===== src/rtl/swz_pkg.sv =====
package swz_pkg;

    // Address bit positions involved in channel selection
    localparam int CH_BIT     = 6;   // channel select bit (64-byte interleave)
    localparam int ROW_BIT    = 9;   // flips every X-tile row
    localparam int PAIR_BIT   = 10;  // flips every two X-tile rows
    localparam int CPU_LO_BIT = 11;  // CPU randomization source, low choice
    localparam int CPU_HI_BIT = 17;  // CPU randomization source, above page offset

    // Configuration word field positions
    localparam int FLD_AMODE   = 0;  // 2 bits
    localparam int FLD_XOR_OFF = 2;
    localparam int FLD_HI_SEL  = 3;
    localparam int FLD_SIZE_EQ = 4;
    localparam int FLD_BY_SIZE = 5;

    typedef enum logic [1:0] {
        AM_SINGLE = 2'd0,
        AM_ASYM   = 2'd1,
        AM_INTLV  = 2'd2,
        AM_RSVD   = 2'd3
    } amode_e;

    typedef enum logic [1:0] {
        TK_LINEAR = 2'd0,
        TK_X      = 2'd1,
        TK_Y      = 2'd2,
        TK_RSVD   = 2'd3
    } tile_e;

    typedef enum logic [2:0] {
        SW_NONE     = 3'd0,
        SW_9        = 3'd1,
        SW_9_10     = 3'd2,
        SW_9_11     = 3'd3,
        SW_9_10_11  = 3'd4,
        SW_9_17     = 3'd5,
        SW_9_10_17  = 3'd6,
        SW_UNKNOWN  = 3'd7
    } swz_e;

endpackage


===== src/rtl/swz_mode_decode.sv =====
module swz_mode_decode
    import swz_pkg::*;
#(
    parameter int CW = 32
) (
    input  logic [CW-1:0] cfg_word,
    output swz_e          x_mode,
    output swz_e          y_mode
);

    logic   all_ones;
    amode_e amode;

    assign all_ones = &cfg_word;
    assign amode    = amode_e'(cfg_word[FLD_AMODE +: 2]);

    always_comb begin
        x_mode = SW_NONE;
        y_mode = SW_NONE;
        if (all_ones) begin
            x_mode = SW_UNKNOWN;
            y_mode = SW_UNKNOWN;
        end else if (cfg_word[FLD_BY_SIZE]) begin
            if (cfg_word[FLD_SIZE_EQ]) begin
                x_mode = SW_9_10;
                y_mode = SW_9;
            end
        end else if (amode == AM_INTLV) begin
            if (cfg_word[FLD_XOR_OFF]) begin
                x_mode = SW_9_10;
                y_mode = SW_9;
            end else if (!cfg_word[FLD_HI_SEL]) begin
                x_mode = SW_9_10_11;
                y_mode = SW_9_11;
            end else begin
                x_mode = SW_9_10_17;
                y_mode = SW_9_17;
            end
        end
    end

endmodule


===== src/rtl/swz_bit6_xor.sv =====
module swz_bit6_xor
    import swz_pkg::*;
#(
    parameter int AW = 32
) (
    input  logic [AW-1:0] addr_in,
    input  swz_e          mode,
    output logic [AW-1:0] addr_out,
    output logic          unsafe
);

    logic use_row, use_pair, use_lo, use_hi;
    logic flip;

    always_comb begin
        use_row  = 1'b0;
        use_pair = 1'b0;
        use_lo   = 1'b0;
        use_hi   = 1'b0;
        unsafe   = 1'b0;
        case (mode)
            SW_9:       use_row = 1'b1;
            SW_9_10:    begin use_row = 1'b1; use_pair = 1'b1; end
            SW_9_11:    begin use_row = 1'b1; use_lo = 1'b1; end
            SW_9_10_11: begin use_row = 1'b1; use_pair = 1'b1; use_lo = 1'b1; end
            SW_9_17:    begin use_row = 1'b1; use_hi = 1'b1; unsafe = 1'b1; end
            SW_9_10_17: begin use_row = 1'b1; use_pair = 1'b1; use_hi = 1'b1; unsafe = 1'b1; end
            SW_UNKNOWN: unsafe = 1'b1;
            default:    ;
        endcase
    end

    assign flip = (use_row  & addr_in[ROW_BIT])
                ^ (use_pair & addr_in[PAIR_BIT])
                ^ (use_lo   & addr_in[CPU_LO_BIT])
                ^ (use_hi   & addr_in[CPU_HI_BIT]);

    always_comb begin
        addr_out         = addr_in;
        addr_out[CH_BIT] = addr_in[CH_BIT] ^ flip;
    end

endmodule


===== src/rtl/swz_unit.sv =====
module swz_unit
    import swz_pkg::*;
#(
    parameter int AW = 32,
    parameter int CW = 32
) (
    input  logic          clk,
    input  logic          rst_n,
    input  logic          cfg_we,
    input  logic [CW-1:0] cfg_word,
    input  logic          req_valid,
    output logic          req_ready,
    input  logic [AW-1:0] req_addr,
    input  logic [1:0]    req_tile,
    output logic          rsp_valid,
    input  logic          rsp_ready,
    output logic [AW-1:0] rsp_addr,
    output logic          rsp_unsafe
);

    localparam int MIN_AW = CPU_HI_BIT + 1;

    typedef struct packed {
        swz_e          x_mode;
        swz_e          y_mode;
        logic          vld;
        logic [AW-1:0] addr;
        logic          unsafe;
    } state_t;

    state_t state_d, state_q;

    swz_e          dec_x, dec_y;
    swz_e          pick_mode;
    tile_e         tile;
    logic [AW-1:0] sw_addr;
    logic          sw_unsafe;
    logic          accept;

    initial begin
        if (AW < MIN_AW) $error("swz_unit: AW must cover address bit 17");
    end

    swz_mode_decode #(.CW(CW)) u_dec (
        .cfg_word (cfg_word),
        .x_mode   (dec_x),
        .y_mode   (dec_y)
    );

    assign tile = tile_e'(req_tile);

    always_comb begin
        case (tile)
            TK_X:    pick_mode = state_q.x_mode;
            TK_Y:    pick_mode = state_q.y_mode;
            default: pick_mode = SW_NONE;
        endcase
    end

    swz_bit6_xor #(.AW(AW)) u_xor (
        .addr_in  (req_addr),
        .mode     (pick_mode),
        .addr_out (sw_addr),
        .unsafe   (sw_unsafe)
    );

    assign req_ready = !state_q.vld || rsp_ready;
    assign accept    = req_valid && req_ready;

    always_comb begin
        state_d = state_q;
        if (cfg_we) begin
            state_d.x_mode = dec_x;
            state_d.y_mode = dec_y;
        end
        if (state_q.vld && rsp_ready) begin
            state_d.vld = 1'b0;
        end
        if (accept) begin
            state_d.vld    = 1'b1;
            state_d.addr   = sw_addr;
            state_d.unsafe = sw_unsafe;
        end
    end

    always_ff @(posedge clk) begin
        if (!rst_n) begin
            state_q.x_mode <= SW_NONE;
            state_q.y_mode <= SW_NONE;
            state_q.vld    <= 1'b0;
            state_q.addr   <= '0;
            state_q.unsafe <= 1'b0;
        end else begin
            state_q <= state_d;
        end
    end

    assign rsp_valid  = state_q.vld;
    assign rsp_addr   = state_q.addr;
    assign rsp_unsafe = state_q.unsafe;

endmodule


===== config.mk =====
export PLATFORM = sky130hd
export DESIGN_NAME = swz_unit
export DESIGN_NICKNAME = d
export VERILOG_FILES = /design/src/rtl/swz_pkg.sv /design/src/rtl/swz_mode_decode.sv /design/src/rtl/swz_bit6_xor.sv /design/src/rtl/swz_unit.sv
export SDC_FILE = /design/constraint.sdc
export NUM_CORES = 1
export LEC_CHECK = 0
export ABC_AREA = 1
export CORE_UTILIZATION = 43
export CTS_BUF_LIST = sky130_fd_sc_hd__clkbuf_4 sky130_fd_sc_hd__clkbuf_8
export CTS_CLUSTER_DIAMETER = 40
export DETAILED_ROUTE_END_ITERATION = 8
export PLACE_DENSITY = 0.91
export SLEW_MARGIN = 20
export SYNTH_ARGS = -nofsm -noshare
export SYNTH_HDL_FRONTEND = slang
export SYNTH_SLANG_ARGS = --single-unit

===== constraint.sdc =====
create_clock -name clk -period 2.95 [get_ports clk]
set_clock_uncertainty 0.05 [all_clocks]
set_input_delay 0.295 -clock clk [delete_from_list [all_inputs] [get_ports clk]]
set_output_delay 0.295 -clock clk [all_outputs]
set_load 0.005 [all_outputs]

==> summary.md, run 1 <==
The run gives 0.302 as the portion of total power attributed to the clock network. For the length of the first detailed-routing pass in iterations, the log shows 4. The synthesized design spends more area on one cell type than any other, namely sky130_fd_sc_hd__dfxtp_1. The run gives 1,825 as the via count of the first global-routing pass. The startpoint identified for the worst hold timing path is state_q[37].

For the pin with the worst max-slew slack, the measured transition is 0.5738 ns. The delay of the slowest cell on the worst path was 0.48 ns. The core occupancy in the finished layout is 0.6678. The global routing usage summed across all routing layers is 0.1898, and the number of nets in the layout is 417.

The number of clock buffers inserted by TritonCTS is 5. The worst hold path passes through 2 cells. For the internal power contribution, the log shows 954.4 uW. The combinational cell fraction of total power was 0.222; the adder and majority cell fraction of the synthesized area was 0.01264. The per-cell via count in the routed design works out to 4.758. The final critical-path share of the clock period works out to 0.6561. The tool flagged a number of max-cap violations equal to 0.

The critical path is of the in2reg type. The sequential fraction of the synthesis area was 0.4046; the total leakage power was 1.198 nW. In the synthesized netlist, the cells that appear most often are 68 x sky130_fd_sc_hd__nor2_1, 40 x sky130_fd_sc_hd__dfxtp_1, 35 x sky130_fd_sc_hd__o21ai_0, 32 x sky130_fd_sc_hd__buf_4, 29 x sky130_fd_sc_hd__nand2_1. The vertical die dimension was 69.85 microns; the simple logic cell fraction of the synthesized area was 0.2800. The aggregate routed wire length was 4361 microns. The clock reaches the later pin of the worst-skew pair after 0.29 ns. The run finished with clean final reports. The die is 69.85 microns wide.

Setup repair after global routing left no endpoint under its margin. Leading cell type by number of instances after synthesis: sky130_fd_sc_hd__nor2_1. The detailed placement HPWL was 3374 microns; the power density over cell area was 429.2 nW/um^2. The run gives 75 as the iteration-0 DRC count of the detailed router. The largest fanout on the critical path is 5, and the unique cell type count in the Yosys netlist is 27. The largest individual stage delay along the critical path comes from the cell sky130_fd_sc_hd__clkdlybuf4s50_1. Routability-driven placement finished with a final weighted congestion of 0.8345.

Summed over all layers, the global routing overflow is 0. After layout, the minimum clock period comes to 1.935 ns. The initial antenna violation count was 0; the number of synthesized register bits was 40. The post-placement cell count was 389. The share of layout cells above drive strength 1 came out at 0.08986. The required arrival time at the worst endpoint is 3.09 ns. Once detail routing completed, the nets flagged for antenna violations numbered 0.

The switching share of power was 0.2405; the power share of the sequential group was 0.476. The number of setup buffers added after CTS is 0. For this design, the sink count on the clock tree is 40. The maximum clock rate was 0.5167 GHz. The overall die area was 4878 sq um; the worst slew margin relative to its limit was 0.6169.

By area the synthesized netlist is led by sky130_fd_sc_hd__dfxtp_1 40%, sky130_fd_sc_hd__nor2_1 13%, sky130_fd_sc_hd__buf_4 12%, sky130_fd_sc_hd__o21ai_0 8.8%, sky130_fd_sc_hd__nand2_1 5.5%. The startpoint identified for the worst register-to-register timing path is rsp_valid. Each instance of the synthesized netlist takes up on average 7.277 sq um. TritonCTS built the clock tree. The worst reg2reg path depth was 7; the largest net degree at the start of global routing was 37. On the critical path the largest part of the delay comes from buffers and inverters.

In this run the power spent charging and discharging nets is 302.3 uW. The fraction of the mapped netlist area in compound gates works out to 0.1327. Setup total negative slack on the finished layout was measured at 0 ns. The worst setup path is captured at a flop. Setup violations remaining at the end of the flow were counted as 0.

The total via count after detailed routing is 1,889. The tools report the endpoint of the worst-slack reg-to-reg timing path as rsp_addr[6]. The count of placed standard cells in the final layout, fillers left out is 397, and the number of max-slew violations in the final report is 0. The number of nets produced by synthesis was 345. The number of cells produced by synthesis is 272.

The tools report the number of endpoints with negative hold slack in the final report as 0. The count of yosys warnings during synthesis was 0; the proportion of register bits with asynchronous set or reset after synthesis was 0. The average wire length per cell after detail routing is 10.98 microns, and the mux share of post-synthesis cell area is 0. The logs give 0 for the number of hold-repair buffers added at the cts stage and 0.4515 for the starting density of the core.

The signed area change from the synthesized netlist to the final layout is 47.91%. The area inside the core boundary is 4384 sq um. The class of the tightest hold or removal check is reg2reg. The share of the synthesized area in the top cell type works out to 0.4046. Primary flip-flop cell chosen by synthesis mapping: sky130_fd_sc_hd__dfxtp_1. The logs give 0 for the total DRC errors in the routed layout and 2 for the number of buffers on the longest clock path.

Counting flops with a built-in enable in the synthesized netlist gives 0. For hold timing, the worst endpoint is state_q[37]. 0 antenna diodes ended up in the layout.

After synthesis, the largest family of logic cells by area is simple AND/OR/NAND/NOR gates. After clock tree synthesis, the clock-pin slew on the worst setup and hold paths is 0.08 ns. The fraction of synthesized cell area in xor and xnor cells came out at 0. The number of input and output port buffers inserted is 105, and the arrival time of the worst setup path is 2.07 ns. The first-pass GRT wire length came out at 7493 microns. The signal on the critical path passes through clkdlybuf4s50_1 > inv_1 > ha_1 > inv_4 > nand2_2 > clkinv_2 > nand2_4 > o21ai_2 > nand3_1 > nand3_1 > nand2_1 > nor2_1 > nor2_1. The worst setup path is launched from an input port. The number of levels in the clock H-tree was 2; the count of buffering cells on the critical path with inverters included was 4.

In this run, post-CTS repair resized a total of 0 instances. Number of rows created at floorplan: 24. Cell area after synthesis: 1979 sq um.

Setup slack on the worst reg-to-reg path comes out at 1.35 ns. The worst-case vdd ir drop was 0.0002092 V. The tools report the clock tree root driver cell as sky130_fd_sc_hd__clkbuf_8. For this design the top-level I/O count stands at 106.
cell usage in the layout (no fill, tap or decap), drive strengths merged:
cell type,netlist,layout
clkdlybuf4s50,0,105
nor2,69,69
dfxtp,40,40
o21ai,39,39
nand2,38,38
inv,13,13
a21oi,8,8
nand4,7,7
clkbuf,8,7
nand3,7,7
a31oi,2,2
ha,2,2
buf,34,2
clkinv,1,1
nand3b,1,1
nor4,1,1
nor3,1,1
a211oi,1,1
clkinvlp,0,1
flip-flops by register name (all words and copies together) (netlist names):
signal      flops
rsp_unsafe      1
rsp_valid       1
state_q         6
rsp_addr       32
worst reg2reg max path, delay by kind of cell (launching register included):
family,cells,cell delay [ns]
AND/OR/NAND/NOR,5,0.43
buffers and inverters,2,0.70
flip-flops,1,0.32
power by group through the flow:
stage	Sequential, mW	Combinational, mW	Clock, mW
after CTS	0.599	0.282	0.396
after detailed placement	0.612	0.281	0
after global placement	0.610	0.277	0
after floorplan	0.607	0.143	0
after global routing	0.605	0.308	0.415
final	0.599	0.279	0.379
cells by family after synthesis:
logic type,Yosys count
buf+inv,56
simple gates,124
compound gates,50
flops,40
fa+ha+maj,2
metal layers:
metal  track usage  wire [microns]  vias to the layer above
li1              -               -                      995
met5             0               0                        -
met1        0.1978            1796                      814
met3       0.04942             340                        4
met4       0.07556              19                        0
met2        0.3568            2205                       76
area by class of cell:
class	count	area, sq um
clock buffers	7	90.09
multi-input cells	176	842.1
repair buffers	107	1066
fillers	396	1456
inverters	14	56.30
well taps	52	65.06
flip-flops and latches	40	800.8
clock inverters	1	7.507
worst max path at each step:
stage                            from          end  slack, ns  depth (start not counted)
after floorplan           req_tile[0]  rsp_addr[6]       1.36                         12
after global placement    req_tile[0]  rsp_addr[6]       0.79                         13
after detailed placement  req_tile[0]  rsp_addr[6]       0.70                         13
after CTS                 req_tile[0]  rsp_addr[6]       1.02                         13
after global routing      req_tile[0]  rsp_addr[6]       0.85                         13
final                     req_tile[0]  rsp_addr[6]       1.01                         13
through the flow:
stage / power [mW] / worst slack (ns) / hold slack (ns) / area [sq um]
3_3_place_gp: 0.8867 / 0.7907 / 0.4134 / 2830
2_1_floorplan: 0.7505 / 1.364 / 0.3720 / 1979
6_report: 1.257 / 1.015 / 0.4249 / 2928
5_1_grt: 1.328 / 0.8525 / 0.4498 / 2928
4_1_cts: 1.277 / 1.018 / 0.4269 / 2928
3_5_place_dp: 0.8930 / 0.7003 / 0.4154 / 2830
Note: power is estimated with default switching activity, not from simulation.
==> inputs of run 2 (changes only) <==
--- a/config.mk
+++ b/config.mk
@@ -6,11 +6,11 @@
 export NUM_CORES = 1
 export LEC_CHECK = 0
 export ABC_AREA = 1
-export CORE_UTILIZATION = 43
+export CORE_UTILIZATION = 40
 export CTS_BUF_LIST = sky130_fd_sc_hd__clkbuf_4 sky130_fd_sc_hd__clkbuf_8
 export CTS_CLUSTER_DIAMETER = 40
 export DETAILED_ROUTE_END_ITERATION = 8
-export PLACE_DENSITY = 0.91
+export PLACE_DENSITY = 0.86
 export SLEW_MARGIN = 20
 export SYNTH_ARGS = -nofsm -noshare
 export SYNTH_HDL_FRONTEND = slang
==> constraint.sdc (replaced) <==
create_clock -name clk -period 1.85 [get_ports clk]
set_clock_uncertainty 0.05 [all_clocks]
set_input_delay 0.185 -clock clk [delete_from_list [all_inputs] [get_ports clk]]
set_output_delay 0.185 -clock clk [all_outputs]
set_load 0.005 [all_outputs]
==> run 2 against run 1 <==
Net effect: combinational power grew 68%; global-route usage fell by 0.73 points; first-iteration DRC count fell by 23%; via count rose by 2.5%.
==> summary.md, run 2 (same netlist as run 1, synthesis figures left out) <==
The tools report the starting density of the core as 0.4163 (-0.03517). The run gives 5234 sq um (+7.3%) as the overall die area. For the first-pass GRT wire length, the log shows 7410 microns (-1.1%).

The run gives 1.62 ns (-1.47 ns) as the required arrival time at the worst endpoint. Setup repair after global routing left no endpoint under its margin. The number of levels in the clock H-tree was 2 (unchanged); the internal reg-to-reg setup slack was 0.40 ns (-0.95 ns).

The tools report the total via count after detailed routing as 1,936 (+2.5%). The area inside the core boundary is 4755 sq um (+8.4%), and the aggregate routed wire length is 4630 microns (+6.2%). The number of max-slew violations in the final report came out at 0 (unchanged).

STA classifies the critical path startpoint as an input port. For the final weighted congestion in routability-driven placement, the log shows 0.8258 (-1.0%). The run gives 2 (unchanged) as the number of buffers on the longest clock path. For the worst-case vdd ir drop, the log shows 0.0003425 V (+64%). For the number of endpoints with negative hold slack in the final report, the log shows 0 (unchanged). The number of nets with antenna violations after routing is 0 (unchanged).

The post-placement setup slack was -0.2769 ns (-0.9772 ns). Based on the critical path, the design can be clocked at up to 0.6572 GHz. The TritonCTS sink count is 40 (unchanged). The average wire length per cell after detail routing is 11.10 microns (+1.1%). The I/O pin count was 106 (unchanged); the total DRC errors in the routed layout was 0 (unchanged). The pin slew with the least headroom to its limit works out to 0.3442 ns (-0.2296 ns).

The largest fanout on the critical path came out at 3 (-2). The run finished with clean final reports. The run gives 0.29 ns (about the same) as the worst-skew pair later-pin latency. Arrival time of the worst setup path: 1.29 ns (-0.78 ns). The tools report the number of nets in the layout as 423 (+1.4%). The total inserted antenna cells is 0 (unchanged), and the clock-pin transition on the worst setup and hold timing paths is 0.07 ns (about the same).

The run gives 5 (unchanged) as the number of clock buffers inserted by TritonCTS. The final critical-path share of the clock period works out to 0.8225. The filler cell count is 462 (+17%), and the worst slew margin relative to its limit is 0.7684 (+0.1515). The area growth from synthesis to layout is 53.16%. The final critical-path setup slack was 0.3283 ns (-0.6863 ns); the per-cell via count in the routed design was 4.643 (-2.4%).

The tools report the aggregate global routing overflow as 0 (unchanged). The die outline width came out at 72.35 microns (+3.6%). The category of the most critical setup path was in2out. The vertical die dimension was 72.35 microns (+3.6%); the iteration-0 DRC count of the detailed router was 58 (-23%). The initial antenna violation count is 0 (unchanged), and the minimum period implied by the final worst setup slack is 1.522 ns.

Length of the first detailed-routing pass in iterations: 4 (unchanged). The most common cell after layout, fill and taps aside is sky130_fd_sc_hd__clkdlybuf4s50_1. The number of input and output port buffers inserted was 105 (unchanged); the number of rows created at floorplan was 25 (+4.2%). The tools report the clock tree root driver cell as sky130_fd_sc_hd__clkbuf_8. For the largest net degree at the start of global routing, the log shows 32 (-14%).

The number of hold-repair buffers added at the cts stage is 0 (unchanged), and the total leakage power is 1.249 nW (+4.3%). The class of the tightest hold or removal check is reg2reg. The number of violations of the max-capacitance limit was 0 (unchanged); the power density over cell area was 652.1 nW/um^2 (+52%). The final setup violation count came out at 0 (unchanged).

The detailed placement HPWL is 3530 microns (+4.6%). STA classifies the critical path endpoint as a primary output. The number of flip-flops in the largest register was 32 (unchanged).

The tools report the via count of the first global-routing pass as 1,779 (-2.5%). The share of layout cells above drive strength 1 works out to 0.1257 (+0.03586). For the global routing usage summed across all routing layers, the log shows 0.1826 (-0.007269).

In the layout the commonest cells are 103 x sky130_fd_sc_hd__clkdlybuf4s50_1, 68 x sky130_fd_sc_hd__nor2_1, 40 x sky130_fd_sc_hd__dfxtp_1. TritonCTS built the clock tree. The final sum of negative setup slack is 0 ns (unchanged).
-- run 2: changes by cell type in the layout (fill, tap and decap cells not counted), moves of 2 or more --
| cell | before | now |
|---|---|---|
| sky130_fd_sc_hd__buf_4 | 2 | 8 |
| sky130_fd_sc_hd__nand2_4 | 4 | 6 |
| sky130_fd_sc_hd__dlymetal6s2s_1 | 0 | 2 |
| sky130_fd_sc_hd__ha_4 | 0 | 2 |
| sky130_fd_sc_hd__ha_1 | 2 | 0 |
| sky130_fd_sc_hd__clkdlybuf4s50_1 | 105 | 103 |
| sky130_fd_sc_hd__nand2_1 | 29 | 26 |
-- run 2: routing by layer --
layer | vias to the layer above | share of wire | GRT usage
met5 | - | 0 | 0
met4 | 0 | 0.025 | 0.07843
met3 | 12 | 0.090 | 0.05833
met2 | 89 | 0.48 | 0.3261
met1 | 838 | 0.41 | 0.1973
li1 | 997 | - | -
-- run 2: final cells by class --
class | count | area, sq um | share of cell area
clock buffer | 6 | 76.32 | 0.02518
clock inverter | 1 | 5.005 | 0.001651
inverter | 14 | 56.30 | 0.01857
multi-input combinational | 176 | 893.4 | 0.2947
sequential | 40 | 800.8 | 0.2641
tap | 67 | 83.83 | 0.02765
timing repair buffer | 113 | 1116 | 0.3681
-- run 2: critical path: stages --
cell	delay [ns]
sky130_fd_sc_hd__clkdlybuf4s50_1	0.47
sky130_fd_sc_hd__inv_2	0.03
sky130_fd_sc_hd__nand2_1	0.09
sky130_fd_sc_hd__clkdlybuf4s50_1	0.51
-- run 2: metrics by stage --
stage                 util  area, sq um  hold WS [ns]  std cells  power, mW
finish              0.6376         3032        0.4316        417      1.977
global route        0.6376         3032        0.4527        417      2.087
CTS                 0.6242         2968        0.4379        416      1.993
detailed placement  0.6071         2887        0.4207        409      1.432
global placement    0.6071         2887        0.4125        409      1.422
floorplan                -         1979        0.2620        272      1.197
-- run 2: path summary, 6_finish.rpt --
check,start,to,cells after the start
max,rsp_ready,req_ready,4
min,rsp_addr[26],rsp_addr[26],2
max reg2reg,state_q[35],rsp_addr[6],13
min reg2reg,rsp_addr[26],rsp_addr[26],2
-- run 2: power by group --
group / internal (mW) / switching (mW)
clock: 0.271 / 0.284
sequential: 0.925 / 0.0287
combinational: 0.293 / 0.175
total: 1.49 / 0.488
-- run 2: repair_timing --
item | in CTS | in global routing
setup endpoints to repair | 0 | 1
hold endpoints to repair | 0 | 0
gates resized for setup | 0 | 13
setup buffers | 0 | 1
